`src/rtl/seq_pkg.sv`:
```
package seq_pkg;
    localparam int unsigned CHAN_W = 4;
    localparam int unsigned RES_W  = 12;
    localparam int unsigned WORD_W = 32;

    typedef struct packed {
        logic [CHAN_W-1:0] chan;
        logic              diff;
        logic              temp;
        logic              irq_en;
        logic              last;
    } slot_t;

    typedef enum logic [1:0] {
        ST_IDLE  = 2'd0,
        ST_ISSUE = 2'd1,
        ST_WAIT  = 2'd2
    } seq_state_e;
endpackage

```
`src/rtl/seq_slot_table.sv`:
```
module seq_slot_table
    import seq_pkg::*;
#(
    parameter int unsigned NUM_SLOTS = 8,
    parameter int unsigned IDX_W     = 3
) (
    input  logic             clk,
    input  logic             rst_n,
    input  logic             wr_en,
    input  logic [IDX_W-1:0] wr_idx,
    input  slot_t            wr_slot,
    input  logic [IDX_W-1:0] rd_idx,
    output slot_t            rd_slot
);
    slot_t slots_q [NUM_SLOTS];
    slot_t slots_d [NUM_SLOTS];

    always_comb begin
        for (int i = 0; i < NUM_SLOTS; i++) begin
            slots_d[i] = slots_q[i];
            if (wr_en && (wr_idx == IDX_W'(i))) begin
                slots_d[i] = wr_slot;
            end
        end
    end

    always_ff @(posedge clk or negedge rst_n) begin
        if (!rst_n) begin
            for (int i = 0; i < NUM_SLOTS; i++) begin
                slots_q[i] <= '0;
            end
        end else begin
            for (int i = 0; i < NUM_SLOTS; i++) begin
                slots_q[i] <= slots_d[i];
            end
        end
    end

    // Read mux; an index beyond the table yields an empty slot
    always_comb begin
        rd_slot = '0;
        for (int i = 0; i < NUM_SLOTS; i++) begin
            if (rd_idx == IDX_W'(i)) begin
                rd_slot = slots_q[i];
            end
        end
    end
endmodule

```
`src/rtl/seq_result_fifo.sv`:
```
module seq_result_fifo
    import seq_pkg::*;
#(
    parameter int unsigned DEPTH = 8,
    parameter int unsigned PTR_W = 3,
    parameter int unsigned CNT_W = 4
) (
    input  logic              clk,
    input  logic              rst_n,
    input  logic              push,
    input  logic [RES_W-1:0]  push_data,
    input  logic              pop,
    output logic [WORD_W-1:0] head_word,
    output logic              empty,
    output logic              full,
    output logic [CNT_W-1:0]  level,
    output logic              overflow
);
    typedef struct packed {
        logic [PTR_W-1:0] rd;
        logic [PTR_W-1:0] wr;
        logic [CNT_W-1:0] cnt;
        logic             ovf;
    } fifo_st_t;

    fifo_st_t         st_q, st_d;
    logic [RES_W-1:0] mem_q [DEPTH];
    logic [RES_W-1:0] mem_d [DEPTH];
    logic             do_push, do_pop;

    function automatic logic [PTR_W-1:0] bump(input logic [PTR_W-1:0] p);
        return (p == PTR_W'(DEPTH - 1)) ? '0 : p + 1'b1;
    endfunction

    always_comb begin
        st_d    = st_q;
        mem_d   = mem_q;
        do_pop  = pop && (st_q.cnt != '0);
        do_push = push && (st_q.cnt != CNT_W'(DEPTH));
        if (push && !do_push) begin
            st_d.ovf = 1'b1;
        end
        if (do_push) begin
            mem_d[st_q.wr] = push_data;
            st_d.wr        = bump(st_q.wr);
        end
        if (do_pop) begin
            st_d.rd = bump(st_q.rd);
        end
        st_d.cnt = st_q.cnt + CNT_W'(do_push) - CNT_W'(do_pop);
    end

    always_ff @(posedge clk or negedge rst_n) begin
        if (!rst_n) begin
            st_q <= '0;
            for (int i = 0; i < DEPTH; i++) begin
                mem_q[i] <= '0;
            end
        end else begin
            st_q <= st_d;
            for (int i = 0; i < DEPTH; i++) begin
                mem_q[i] <= mem_d[i];
            end
        end
    end

    assign head_word = {{(WORD_W - RES_W){1'b0}}, mem_q[st_q.rd]};
    assign empty     = (st_q.cnt == '0);
    assign full      = (st_q.cnt == CNT_W'(DEPTH));
    assign level     = st_q.cnt;
    assign overflow  = st_q.ovf;
endmodule

```
`src/rtl/seq_ctrl.sv`:
```
module seq_ctrl
    import seq_pkg::*;
#(
    parameter int unsigned NUM_SLOTS = 8,
    parameter int unsigned IDX_W     = 3
) (
    input  logic             clk,
    input  logic             rst_n,
    input  logic             enable,
    input  logic             initiate,
    input  slot_t            cur_slot,
    output logic [IDX_W-1:0] step_idx,
    output logic             conv_start,
    input  logic             conv_done,
    input  logic [RES_W-1:0] conv_result,
    output logic             push,
    output logic [RES_W-1:0] push_data,
    output logic             irq_set,
    output logic             busy
);
    localparam logic [IDX_W-1:0] LAST_IDX = IDX_W'(NUM_SLOTS - 1);

    typedef struct packed {
        seq_state_e       state;
        logic [IDX_W-1:0] step;
    } ctrl_st_t;

    ctrl_st_t st_q, st_d;

    always_comb begin
        st_d    = st_q;
        push    = 1'b0;
        irq_set = 1'b0;
        unique case (st_q.state)
            ST_IDLE: begin
                if (enable && initiate) begin
                    st_d.state = ST_ISSUE;
                    st_d.step  = '0;
                end
            end
            ST_ISSUE: begin
                st_d.state = ST_WAIT;
            end
            ST_WAIT: begin
                if (conv_done) begin
                    push    = 1'b1;
                    irq_set = cur_slot.irq_en;
                    if (cur_slot.last || (st_q.step == LAST_IDX)) begin
                        st_d.state = ST_IDLE;
                    end else begin
                        st_d.step  = st_q.step + 1'b1;
                        st_d.state = ST_ISSUE;
                    end
                end
            end
            default: begin
                st_d.state = ST_IDLE;
            end
        endcase
    end

    always_ff @(posedge clk or negedge rst_n) begin
        if (!rst_n) begin
            st_q <= '{state: ST_IDLE, step: '0};
        end else begin
            st_q <= st_d;
        end
    end

    assign step_idx   = st_q.step;
    assign conv_start = (st_q.state == ST_ISSUE);
    assign busy       = (st_q.state != ST_IDLE);
    assign push_data  = conv_result;
endmodule

```
`src/rtl/adc_step_sequencer.sv`:
```
module adc_step_sequencer
    import seq_pkg::*;
#(
    parameter int unsigned NUM_SLOTS = 8,
    localparam int unsigned IDX_W    = (NUM_SLOTS > 1) ? $clog2(NUM_SLOTS) : 1,
    localparam int unsigned CNT_W    = $clog2(NUM_SLOTS + 1)
) (
    input  logic              clk,
    input  logic              rst_n,
    input  logic              seq_enable,
    input  logic              seq_initiate,
    input  logic              cfg_we,
    input  logic [IDX_W-1:0]  cfg_slot,
    input  logic [CHAN_W-1:0] cfg_chan,
    input  logic              cfg_diff,
    input  logic              cfg_temp,
    input  logic              cfg_irq_en,
    input  logic              cfg_last,
    output logic              conv_start,
    output logic [CHAN_W-1:0] conv_chan,
    output logic              conv_diff,
    output logic              conv_temp,
    input  logic              conv_done,
    input  logic [RES_W-1:0]  conv_result,
    input  logic              fifo_pop,
    output logic [WORD_W-1:0] fifo_word,
    output logic              fifo_empty,
    output logic              fifo_full,
    output logic [CNT_W-1:0]  fifo_level,
    output logic              overflow,
    output logic              irq_status,
    input  logic              irq_clear,
    output logic              busy
);
    slot_t            wr_slot;
    slot_t            cur_slot;
    logic [IDX_W-1:0] step_idx;
    logic             cfg_accept;
    logic             push_w;
    logic [RES_W-1:0] push_data_w;
    logic             irq_set_w;
    logic             busy_w;
    logic             irq_d, irq_q;

    // Slot writes only land while disarmed and idle
    assign cfg_accept = cfg_we && !seq_enable && !busy_w;
    assign wr_slot    = '{chan: cfg_chan, diff: cfg_diff, temp: cfg_temp,
                          irq_en: cfg_irq_en, last: cfg_last};

    seq_slot_table #(
        .NUM_SLOTS (NUM_SLOTS),
        .IDX_W     (IDX_W)
    ) u_table (
        .clk     (clk),
        .rst_n   (rst_n),
        .wr_en   (cfg_accept),
        .wr_idx  (cfg_slot),
        .wr_slot (wr_slot),
        .rd_idx  (step_idx),
        .rd_slot (cur_slot)
    );

    seq_ctrl #(
        .NUM_SLOTS (NUM_SLOTS),
        .IDX_W     (IDX_W)
    ) u_ctrl (
        .clk         (clk),
        .rst_n       (rst_n),
        .enable      (seq_enable),
        .initiate    (seq_initiate),
        .cur_slot    (cur_slot),
        .step_idx    (step_idx),
        .conv_start  (conv_start),
        .conv_done   (conv_done),
        .conv_result (conv_result),
        .push        (push_w),
        .push_data   (push_data_w),
        .irq_set     (irq_set_w),
        .busy        (busy_w)
    );

    seq_result_fifo #(
        .DEPTH (NUM_SLOTS),
        .PTR_W (IDX_W),
        .CNT_W (CNT_W)
    ) u_fifo (
        .clk       (clk),
        .rst_n     (rst_n),
        .push      (push_w),
        .push_data (push_data_w),
        .pop       (fifo_pop),
        .head_word (fifo_word),
        .empty     (fifo_empty),
        .full      (fifo_full),
        .level     (fifo_level),
        .overflow  (overflow)
    );

    // Interrupt status: set dominates clear
    always_comb begin
        irq_d = irq_q;
        if (irq_clear) begin
            irq_d = 1'b0;
        end
        if (irq_set_w) begin
            irq_d = 1'b1;
        end
    end

    always_ff @(posedge clk or negedge rst_n) begin
        if (!rst_n) begin
            irq_q <= 1'b0;
        end else begin
            irq_q <= irq_d;
        end
    end

    // Slot contents are frozen while busy, so the table drives the converter directly
    assign conv_chan  = cur_slot.chan;
    assign conv_diff  = cur_slot.diff;
    assign conv_temp  = cur_slot.temp;
    assign irq_status = irq_q;
    assign busy       = busy_w;
endmodule

```
`config.mk`:
```
export PLATFORM = sky130hd
export DESIGN_NAME = adc_step_sequencer
export DESIGN_NICKNAME = d
export VERILOG_FILES = /design/src/rtl/seq_pkg.sv /design/src/rtl/seq_slot_table.sv /design/src/rtl/seq_result_fifo.sv /design/src/rtl/seq_ctrl.sv /design/src/rtl/adc_step_sequencer.sv
export SDC_FILE = /design/constraint.sdc
export NUM_CORES = 1
export LEC_CHECK = 0
export BUFFER_PORTS_ARGS = -buffer_cell sky130_fd_sc_hd__buf_4
export CORE_UTILIZATION = 34
export CTS_CLUSTER_DIAMETER = 200
export DETAILED_ROUTE_END_ITERATION = 7
export HOLD_SLACK_MARGIN = 0.05
export PLACE_DENSITY_LB_ADDON = 0.1
export SETUP_SLACK_MARGIN = 0.2
export SLEW_MARGIN = 10
export SYNTH_ARGS = -nofsm -noshare
export SYNTH_HDL_FRONTEND = slang
export SYNTH_SLANG_ARGS = --single-unit
```
`constraint.sdc`:
```
create_clock -name clk -period 2.9 [get_ports clk]
set_clock_uncertainty 0.05 [all_clocks]
set_input_delay 0.145 -clock clk [delete_from_list [all_inputs] [get_ports clk]]
set_output_delay 0.145 -clock clk [all_outputs]
set_load 0.05 [all_outputs]
```
==> results.md, run 1 <==
* Initial antenna violation count at 0
* Core area at 25100 µm²
* Leakage at 4.73 nW
* HP Class: in2reg
* Root buffer cell: clkbuf_16
* Tcrit/Tclk final at 89.1%
* Die area at 26100 µm²
* Outcome: finished clean
* Routed vias/inst at 4.96
* Synth-to-layout area growth at 18.8%
* Combinational cell fraction of total power at 41.0%
* EDFF count, synth at 0
* Most used DFF post-synth: dfrtp_1
* Worst r2r src: u_ctrl.st_q[4]$_DFFE_PN0P_
* Hold Violations, Final at 0
* DP Area at 9410 µm²
* Hold worst-path end: u_fifo.st_q[8]$_DFFE_PN0P_
* Total GRT Usage at 15.9%
* Post-synth ARST share at 100%
* Top cell family by delay on the critical path: buffers and inverters
* # rows at 58
* # IOs at 79
* Net Sw Power at 4.08 mW
* Drt drc at 0
* Post-DP HPWL at 13100 µm
* Reg area at 4410 µm²
* Worst R2R Path Depth at 5
* # fillers at 2381
* CTS H-tree depth at 4
* Worst IR Drop VDD at 1040 µV
* CTS tree: yes
* Starting Density at 34.5%
* Final core utilization at 41.0%
* IO buf count at 58
* Post-layout minimum cycle time at 2.58 ns
* Overall routed net length at 19600 µm
* Multi-input gate area at 3930 µm²
* Fin nets at 781
* Most frequent cells in the layout: 175 x dfrtp_1, 173 x mux2_2, 77 x buf_4, 37 x a21oi_1, 31 x nand2_1
* Bufs on Longest Clock Path at 2
* Critical path startpoint category: flip-flop
* Clk pin slew, worst setup/hold paths at 0.07 ns
* Final WS setup at 0.317 ns
* Distinct cells, synth at 59
* Post-Synthesis Mean Instance Area at 13.3 µm²
* Clk sinks at 176
* Worst hold start: fifo_pop
* Inserted Diodes at 0
* DR pass1 iterations at 4
* Fin. max-slew vios at 0
* Post-Syn Area at 8660 µm²
* CP Data Required Time at 2.71 ns
* RSZ-0062 raised after global routing: yes
* Clk Latency, worst-skew pair at 0.42 ns
* Max_cap viols at 0
* CP Buf/Inv Count at 3
* Critical path peak fanout at 15
* Net Sw Frac at 37.7%
* Clock power frac at 21.3%
* Grt total ovfl at 0
* Seq/Total Area, Yosys at 50.9%
* Slowest stage delay, CP at 0.45 ns
* Setup tns final at 0 ns
* Post-route ant nets at 0
* Pwr per Cell Area at 1050 nW/µm²
* Vias in the first global route at 5720
* Final setup viols at 0
* RR Endpoint: u_table.slots_q[43]$_DFFE_PN0P_
* Crit Path Category: reg2out
* Final Instance Count excl. Fillers at 1076
* Setup crit end kind: output port
* Worst-Margin Slew at 0.860 ns
* DRT iter0 DRCs at 226
* R2r setup slk at 0.53 ns
* Slew HR at 42.7%
* CP arrival at 2.39 ns
* Die width at 162 µm
* Routed len/inst at 18.2 µm
* Cell Chain, Critical Path: inv_1 > ha_2 > buf_4 > nand2_2 > nor2_1 > nor2_1 > a21oi_1 > a21oi_1 > buf_4
* Gp weighted congestion at 0.764
* Fin area at 10300 µm²
* First-pass GRT wire length at 31600 µm
* Commonest non-fill, non-tap cell in the layout: dfrtp_1
* Vias at 5332
* Hold path depth at 3
* Flops & latches, synth at 176
* Fmax at 387 MHz
* Largest net degree at the start of global routing at 60
* Dpl ws at 0.481 ns
* Die H at 162 µm
* Post-synthesis cell count at 652
* Ratio of cells with drive above 1 in the final layout at 45.2%
* Synthesis Warnings at 0
* Dpl cells at 1019
* CTS buffer count at 17
* Slowest CP cell: dfrtp_2
* Cell internal pwr at 6.75 mW
* Part of the power in registers at 37.7%
## sequential cells by signal, summed over array words and instances (netlist names)
| signal | count |
|---|---|
| u_fifo.level | 4 |
| u_table.slots_q | 63 |
| u_fifo.overflow | 1 |
| irq_status | 1 |
| u_fifo.st_q | 6 |
| u_fifo.mem_q | 96 |
| u_ctrl.st_q | 2 |
| u_ctrl.step_idx | 3 |
## worst min-delay path: cells and delay by family
kind / cells / cell delay (ns)
buffers and inverters: 1 / 0.07
and+or+nand+nor: 1 / 0.13
AOI/OAI and AO/OA: 1 / 0.21
## cell families (layout without fill, tap and decap cells)
| family | after synthesis | count (layout) | share of synthesized area (%) |
|---|---|---|---|
| mux | 198 | 198 | 28.9 |
| flops | 176 | 176 | 50.9 |
| simple gates | 104 | 104 | 7.01 |
| buf+inv | 79 | 154 | 4.96 |
| compound gates | 75 | 75 | 5.49 |
| fa+ha+maj | 17 | 17 | 2.54 |
| xor+xnor | 2 | 2 | 0.202 |
| other cells | 1 | 20 | 0.0433 |
## cell usage after synthesis, types with 6 or more instances
cell type | number | area share [%]
dfrtp_1 | 176 | 51
mux2_2 | 173 | 23
a21oi_1 | 37 | 2.1
nand2_1 | 32 | 1.4
buf_4 | 27 | 2.3
mux4_2 | 24 | 6.2
nor2_1 | 20 | 0.87
clkbuf_1 | 19 | 0.82
ha_1 | 16 | 2.3
inv_1 | 16 | 0.69
buf_2 | 9 | 0.52
nor3_1 | 9 | 0.52
o21ai_0 | 8 | 0.46
a22oi_1 | 6 | 0.52
nand3b_1 | 6 | 0.52
nor2b_1 | 6 | 0.43
## per-layer routing
metal | part of all wire, % | GRT usage, %
met1 | 43 | 18.7
met2 | 53 | 29.1
met3 | 2.1 | 2.49
met4 | 1.8 | 5.53
met5 | 0 | 0
## repair_timing
| item | CTS | global route |
|---|---|---|
| setup buffers | 0 | 0 |
| hold endpoints to repair | 218 | 0 |
| hold buffers | 25 | 0 |
| gates resized for setup | 5 | 6 |
| setup endpoints to repair | 6 | 6 |
| pin swaps | 0 | 1 |
## layout make-up
| class | count | share of cell area, % |
|---|---|---|
| Inverter | 17 | 0.621 |
| Timing Repair Buffer | 105 | 8.55 |
| Tap cell | 330 | 4.02 |
| Sequential cell | 176 | 42.8 |
| Clock buffer | 17 | 4.14 |
| Multi-Input combinational cell | 416 | 38.2 |
| Clock inverter | 15 | 1.61 |
## per-stage QoR
stage / total power, mW / hold WS [ns]
2_1_floorplan: 7.37 / -0.201
3_3_place_gp: 8.43 / 0.121
3_5_place_dp: 8.57 / 0.122
4_1_cts: 11.0 / 0.120
5_1_grt: 11.5 / 0.146
6_report: 10.8 / 0.122
## worst max-delay path by stage
| stage | depth (start not counted) | endpoint | from |
|---|---|---|---|
| 3_5_place_dp | 5 | u_ctrl.step_idx[2]$_DFFE_PN0P_ | u_ctrl.step_idx[0]$_DFFE_PN0P_ |
| 6_report | 9 | conv_chan[3] | u_ctrl.step_idx[0]$_DFFE_PN0P_ |
| 5_1_grt | 8 | conv_diff | u_ctrl.step_idx[1]$_DFFE_PN0P_ |
| 2_1_floorplan | 9 | conv_chan[0] | u_ctrl.step_idx[1]$_DFFE_PN0P_ |
| 4_1_cts | 9 | conv_temp | u_ctrl.step_idx[0]$_DFFE_PN0P_ |
| 3_3_place_gp | 5 | u_ctrl.step_idx[2]$_DFFE_PN0P_ | u_ctrl.step_idx[0]$_DFFE_PN0P_ |
## power groups by stage
stage	registers, mW	logic (mW)	clock network, mW
after floorplan	3.89	3.48	0
after global placement	4.08	4.35	0
after detailed placement	4.13	4.43	0
after CTS	4.09	4.48	2.39
after global routing	4.24	4.78	2.48
final	4.09	4.44	2.30
(Power assumes the default switching activity.)
==> run 2: changes to the inputs <==
--- a/config.mk
+++ b/config.mk
@@ -11,6 +11,7 @@
 export DETAILED_ROUTE_END_ITERATION = 7
 export HOLD_SLACK_MARGIN = 0.05
 export PLACE_DENSITY_LB_ADDON = 0.1
+export REMOVE_ABC_BUFFERS = 1
 export SETUP_SLACK_MARGIN = 0.2
 export SLEW_MARGIN = 10
 export SYNTH_ARGS = -nofsm -noshare
==> run 2 against run 1 <==
Effect of this change:
- critical path depth decreased by 1
- combinational power is essentially flat
- total power is 0.13% lower
- die area stayed put
- non-clock buffer count decreased by 3
- highest routed layer unchanged
- sequential power hardly changed
- utilization about the same
- count of clock-buffer cells in the layout increased by 1
- cell count decreased by 0.28%
- via count up 1.3%
- worst hold slack lost 0.055 ns
- sequential cell count unchanged
==> results.md, run 2 (synthesis results as in run 1) <==
* Inserted Diodes at 0
* Cell Chain, Critical Path: ha_1 > ha_4 > and3b_1 > a211oi_2 > o311ai_0 > mux2i_1 > nor2_1 > buf_4
* HP Class: in2reg
* Tcrit/Tclk final at 88.8%
* Setup tns final at 0 ns
* Worst IR Drop VDD at 752 µV
* Setup crit end kind: output port
* Fin. max-slew vios at 0
* Critical path depth at 8
* DRT iter0 DRCs at 286
* Synth-to-layout area growth at 18.7%
* Clk Latency, worst-skew pair at 0.43 ns
* Die H at 162 µm
* CP Data Required Time at 2.71 ns
* Reg area at 4410 µm²
* Routed length on met2 at 9970 µm
* Fin nets at 778
* Slew HR at 41.6%
* Initial antenna violation count at 0
* DR pass1 iterations at 6
* IO buf count at 58
* Critical path peak fanout at 11
* Number of flip-flops under the largest register name at 96
* CTS tree: yes
* Gp weighted congestion at 0.749
* Routed length on met3 at 539 µm
* RSZ-0062 raised after global routing: yes
* Top cell family by delay on the critical path: adder cells
* Largest registers: u_fifo.mem_q (96), u_table.slots_q (63), u_fifo.st_q (6)
* Highest Signal Layer: met4
* Slowest CP cell: dfrtp_2
* Total power at 10.8 mW
* Max_cap viols at 0
* Critical path startpoint category: flip-flop
* Post-layout minimum cycle time at 2.58 ns
* Crit Path Category: reg2out
* Overall routed net length at 20100 µm
* Final WS setup at 0.324 ns
* Multi-input gate area at 3980 µm²
* Clk pin slew, worst setup/hold paths at 0.08 ns
* CP Buf/Inv Count at 1
* Outcome: finished clean
* Drt drc at 0
* Clk sinks at 176
* Dpl ws at 0.466 ns
* Post-DP HPWL at 13000 µm
* Routed vias/inst at 5.04
* Slowest stage delay, CP at 0.47 ns
* Largest net degree at the start of global routing at 73
* Fmax at 388 MHz
* Die width at 162 µm
* Hold path depth at 5
* CP arrival at 2.38 ns
* Leakage at 4.72 nW
* Starting Density at 34.5%
* Post-route ant nets at 0
* Final setup viols at 0
* # rows at 58
* Core area at 25100 µm²
* # fillers at 2399
* Die area at 26100 µm²
* Worst-Margin Slew at 0.876 ns
* Most flops, register: u_fifo.mem_q
* Grt total ovfl at 0
* # IOs at 79
* CTS buffer count at 17
* Vias at 5403
* Pwr per Cell Area at 1050 nW/µm²
* Routed len/inst at 18.8 µm
* Vias in the first global route at 5817
* First-pass GRT wire length at 32700 µm
* Bufs on Longest Clock Path at 2
* Total GRT Usage at 16.5%
* Hold Violations, Final at 0
* Ratio of cells with drive above 1 in the final layout at 45.6%
* Worst R2R Path Depth at 5
* Commonest non-fill, non-tap cell in the layout: dfrtp_1
* Most frequent cells in the layout: 175 x dfrtp_1, 173 x mux2_2, 76 x buf_4, 36 x a21oi_1, 31 x nand2_1
* Root buffer cell: clkbuf_16
* Wl on met1 at 9400 µm
* CTS H-tree depth at 4
[run 2: cell types whose count changed in the layout (fill, tap and decap cells not counted), moves of 2 or more]
cell and delta:
clkinv_4 +2, clkinv_8 +2, clkinvlp_4 -2, dlygate4sd3_1 -2, ha_2 -2, ha_4 +2
inv_8 -2
[run 2: final timing paths]
path | start | to | slack [ns]
max | u_ctrl.step_idx[0]$_DFFE_PN0P_ | conv_chan[2] | 0.32
min | seq_initiate | u_ctrl.st_q[3]$_DFFE_PN0P_ | 0.07
max reg2reg | u_ctrl.st_q[4]$_DFFE_PN0P_ | u_table.slots_q[40]$_DFFE_PN0P_ | 0.45
min reg2reg | u_fifo.overflow$_DFFE_PN0P_ | u_fifo.overflow$_DFFE_PN0P_ | 0.45
max in group asynchronous | rst_n | u_fifo.mem_q[51]$_DFFE_PN0P_ | 1.78
min in group asynchronous | rst_n | u_ctrl.st_q[3]$_DFFE_PN0P_ | 0.20
[run 2: final cells by class]
| class | instances | share of cell area (%) |
|---|---|---|
| sequential | 176 | 42.9 |
| clock inverter | 14 | 1.44 |
| inverter | 17 | 0.621 |
| tap | 330 | 4.02 |
| multi-input combinational | 416 | 38.7 |
| timing repair buffer | 102 | 8.21 |
| clock buffer | 18 | 4.18 |
[run 2: routing by layer]
metal	global-route usage, %	vias up
met5	0	-
met3	3.21	13
met2	27.3	77
li1	-	2465
met1	22.0	2848
met4	4.33	0
[run 2: where the power goes]
| group | total (mW) | switching, mW | internal [mW] |
|---|---|---|---|
| clock network | 2.23 | 1.08 | 1.15 |
| logic | 4.47 | 2.40 | 2.07 |
| registers | 4.12 | 0.669 | 3.45 |
| total | 10.8 | 4.15 | 6.67 |
[run 2: tightest hold or removal path, stage by stage]
cell     delay [ns]
buf_4          0.08
nand2_1        0.04
nor2_1         0.10
a31oi_1        0.05
nor2_1         0.09
[run 2: timing repair]
item | CTS | global route
hold buffers | 23 | 0
resized for setup | 8 | 10
pin swaps | 0 | 3
endpoints found under the hold margin | 210 | 0
endpoints found under the setup margin | 6 | 6
setup buffers | 0 | 0
[run 2: per-stage QoR]
stage / std cells / cell area [µm²] / utilization (%) / hold WS (ns)
after floorplan: 609 / 8360 / - / -0.201
after global placement: 1018 / 9410 / 37.5 / 0.0912
after detailed placement: 1018 / 9410 / 37.5 / 0.0952
after CTS: 1073 / 10200 / 40.8 / 0.0598
after global routing: 1073 / 10300 / 40.9 / 0.124
final: 1073 / 10300 / 40.9 / 0.0673
==> run 3: changes to the inputs <==
--- a/config.mk
+++ b/config.mk
@@ -6,6 +6,7 @@
 export NUM_CORES = 1
 export LEC_CHECK = 0
 export BUFFER_PORTS_ARGS = -buffer_cell sky130_fd_sc_hd__buf_4
+export CAP_MARGIN = 20
 export CORE_UTILIZATION = 34
 export CTS_CLUSTER_DIAMETER = 200
 export DETAILED_ROUTE_END_ITERATION = 7
==> constraint.sdc (replaced) <==
create_clock -name clk -period 2.3 [get_ports clk]
set_clock_uncertainty 0.05 [all_clocks]
set_input_delay 0.115 -clock clk [delete_from_list [all_inputs] [get_ports clk]]
set_output_delay 0.115 -clock clk [all_outputs]
set_load 0.05 [all_outputs]
==> run 3 against run 2 <==
Effect of this change:
- largest cell class unchanged
- sequential power up 25%
- clock power up 26%
- critical path depth did not move
- global-route usage is 0.35 points higher
- non-clock buffer count is 43 higher
- cell count up 4.0%
- the run now ends with negative setup slack left
- highest routed layer unchanged
- cell area up 9.8%
==> results.md, run 3 (synthesis results as in run 1) <==
* Setup crit end kind: output port
* Vias at 5641
* Slew HR at 58.6%
* Critical path peak fanout at 5
* Core area at 25100 µm²
* CTS buffer count at 17
* Clk Latency, worst-skew pair at 0.42 ns
* Vias in the first global route at 6017
* Die area at 26100 µm²
* Largest registers: u_fifo.mem_q (96), u_table.slots_q (63), u_fifo.st_q (6)
* Crit path top cell by count: ha_4
* Outcome: finished with violations
* Synth-to-layout area growth at 30.3%
* # IOs at 79
* First-pass GRT wire length at 33300 µm
* Most frequent cells in the layout: 172 x dfrtp_1, 159 x mux2_2, 74 x buf_4, 29 x nand2_1
* Fin. max-slew vios at 0
* Hold Violations, Final at 0
* Violated checks: negative setup slack
* Bufs on Longest Clock Path at 2
* Pwr per Cell Area at 1350 nW/µm²
* Gp weighted congestion at 0.772
* Leakage at 5.15 nW
* Hold Slack at 0.0712 ns
* Final core utilization at 44.9%
* Die H at 162 µm
* Slowest CP cell: dfrtp_2
* DRT iter0 DRCs at 278
* Number of flip-flops under the largest register name at 96
* Ratio of cells with drive above 1 in the final layout at 54.3%
* Die width at 162 µm
* Post-route ant nets at 0
* Clk sinks at 176
* Worst IR Drop VDD at 832 µV
* Overall routed net length at 20800 µm
* Largest net degree at the start of global routing at 60
* Inserted Diodes at 0
* Total GRT Usage at 16.8%
* DR pass1 iterations at 6
* Crit Path Category: reg2out
* Tcrit/Tclk final at 102%
* HP Class: in2reg
* Post-DP HPWL at 13100 µm
* Initial antenna violation count at 0
* Routed vias/inst at 5.05
* Drt drc at 0
* Root buffer cell: clkbuf_16
* Final WS setup at -0.0500 ns
* Fin area at 11300 µm²
* Setup tns final at -0.0934 ns
* CP Data Required Time at 2.13 ns
* Worst R2R Path Depth at 10
* Critical path startpoint category: flip-flop
* Final setup viols at 4
* Fmax at 426 MHz
* Routed len/inst at 18.6 µm
* # fillers at 2286
* Commonest non-fill, non-tap cell in the layout: dfrtp_1
* Slowest stage delay, CP at 0.49 ns
* CP arrival at 2.19 ns
* Starting Density at 34.5%
* Most flops, register: u_fifo.mem_q
* Grt total ovfl at 0
* Clk pin slew, worst setup/hold paths at 0.07 ns
* DP Area at 9660 µm²
* Fin nets at 821
* Max_cap viols at 0
* CTS tree: yes
* Cell Chain, Critical Path: ha_4 > ha_4 > and3b_1 > a211oi_2 > o311ai_2 > mux2i_1 > nor2_1 > buf_6
* Hold path depth at 5
* RSZ-0062 raised after global routing: yes
* Post-layout minimum cycle time at 2.35 ns
* Worst-Margin Slew at 0.621 ns
* IO buf count at 58
* # rows at 58
* CTS H-tree depth at 4
## run 3: cell types whose count changed in the layout (fill, tap and decap cells not counted), sizes merged
cell	change
buf	+42
clkinv	-1
clkinvlp	-1
dlygate4sd3	+1
inv	+2
## run 3: what timing repair did
item	4_1_cts	5_1_grt
setup buffers	13	10
endpoints found under the hold margin	217	0
setup endpoints to repair	84	89
hold buffers	24	0
cloned	2	0
pin swaps	7	32
resized for setup	99	56
## run 3: layout make-up
cell class | instances | area, µm² | share of cell area [%]
sequential | 176 | 4410 | 39.1
multi-input combinational | 416 | 4300 | 38.1
timing repair buffer | 145 | 1520 | 13.4
clock buffer | 18 | 429 | 3.80
tap | 330 | 413 | 3.66
clock inverter | 14 | 140 | 1.24
inverter | 17 | 73.8 | 0.654
## run 3: per-layer routing
metal  GRT usage [%]  part of all wire, %  vias to the layer above
met4            3.90                 0.87                        0
met5               0                    0                        -
li1                -                    -                     2557
met3            2.75                  2.0                       15
met2            29.2                   51                       81
met1            21.9                   46                     2988
## run 3: stage by stage
step,power (mW),setup slack [ns],cells
6_report,15.2,-0.0500,1116
5_1_grt,16.0,-0.193,1116
4_1_cts,14.9,-0.0949,1106
3_5_place_dp,11.0,-0.00618,1035
3_3_place_gp,10.8,0.0673,1035
2_1_floorplan,9.09,-0.453,609
## run 3: worst paths after layout
check,to,start,slack (ns)
max in group asynchronous,u_table.slots_q[26]$_DFFE_PN0P_,rst_n,1.25
max reg2reg,u_ctrl.step_idx[1]$_DFFE_PN0P_,u_ctrl.step_idx[0]$_DFFE_PN0P_,0.01
max,conv_chan[2],u_ctrl.step_idx[0]$_DFFE_PN0P_,-0.05
min in group asynchronous,u_fifo.level[1]$_DFF_PN0_,rst_n,0.20
min reg2reg,irq_status$_DFFE_PN0P_,irq_status$_DFFE_PN0P_,0.45
min,u_ctrl.st_q[3]$_DFFE_PN0P_,seq_enable,0.07
## run 3: power by group
group          total, mW  internal, mW  leakage [nW]  switching, mW
Combinational       7.20          3.68          2.60           3.52
Clock               2.82          1.45         0.280           1.37
Sequential          5.16          4.35          2.28          0.805
## run 3: worst max-delay path: cells and delay by family (launching register included)
family	cells	cell delay, ns
AO/OA/AOI/OAI	2	0.32
AND/OR/NAND/NOR	2	0.26
buffers and inverters	1	0.17
multiplexers	1	0.14
adder cells (fa/ha/maj)	2	0.39
flip-flops	1	0.49
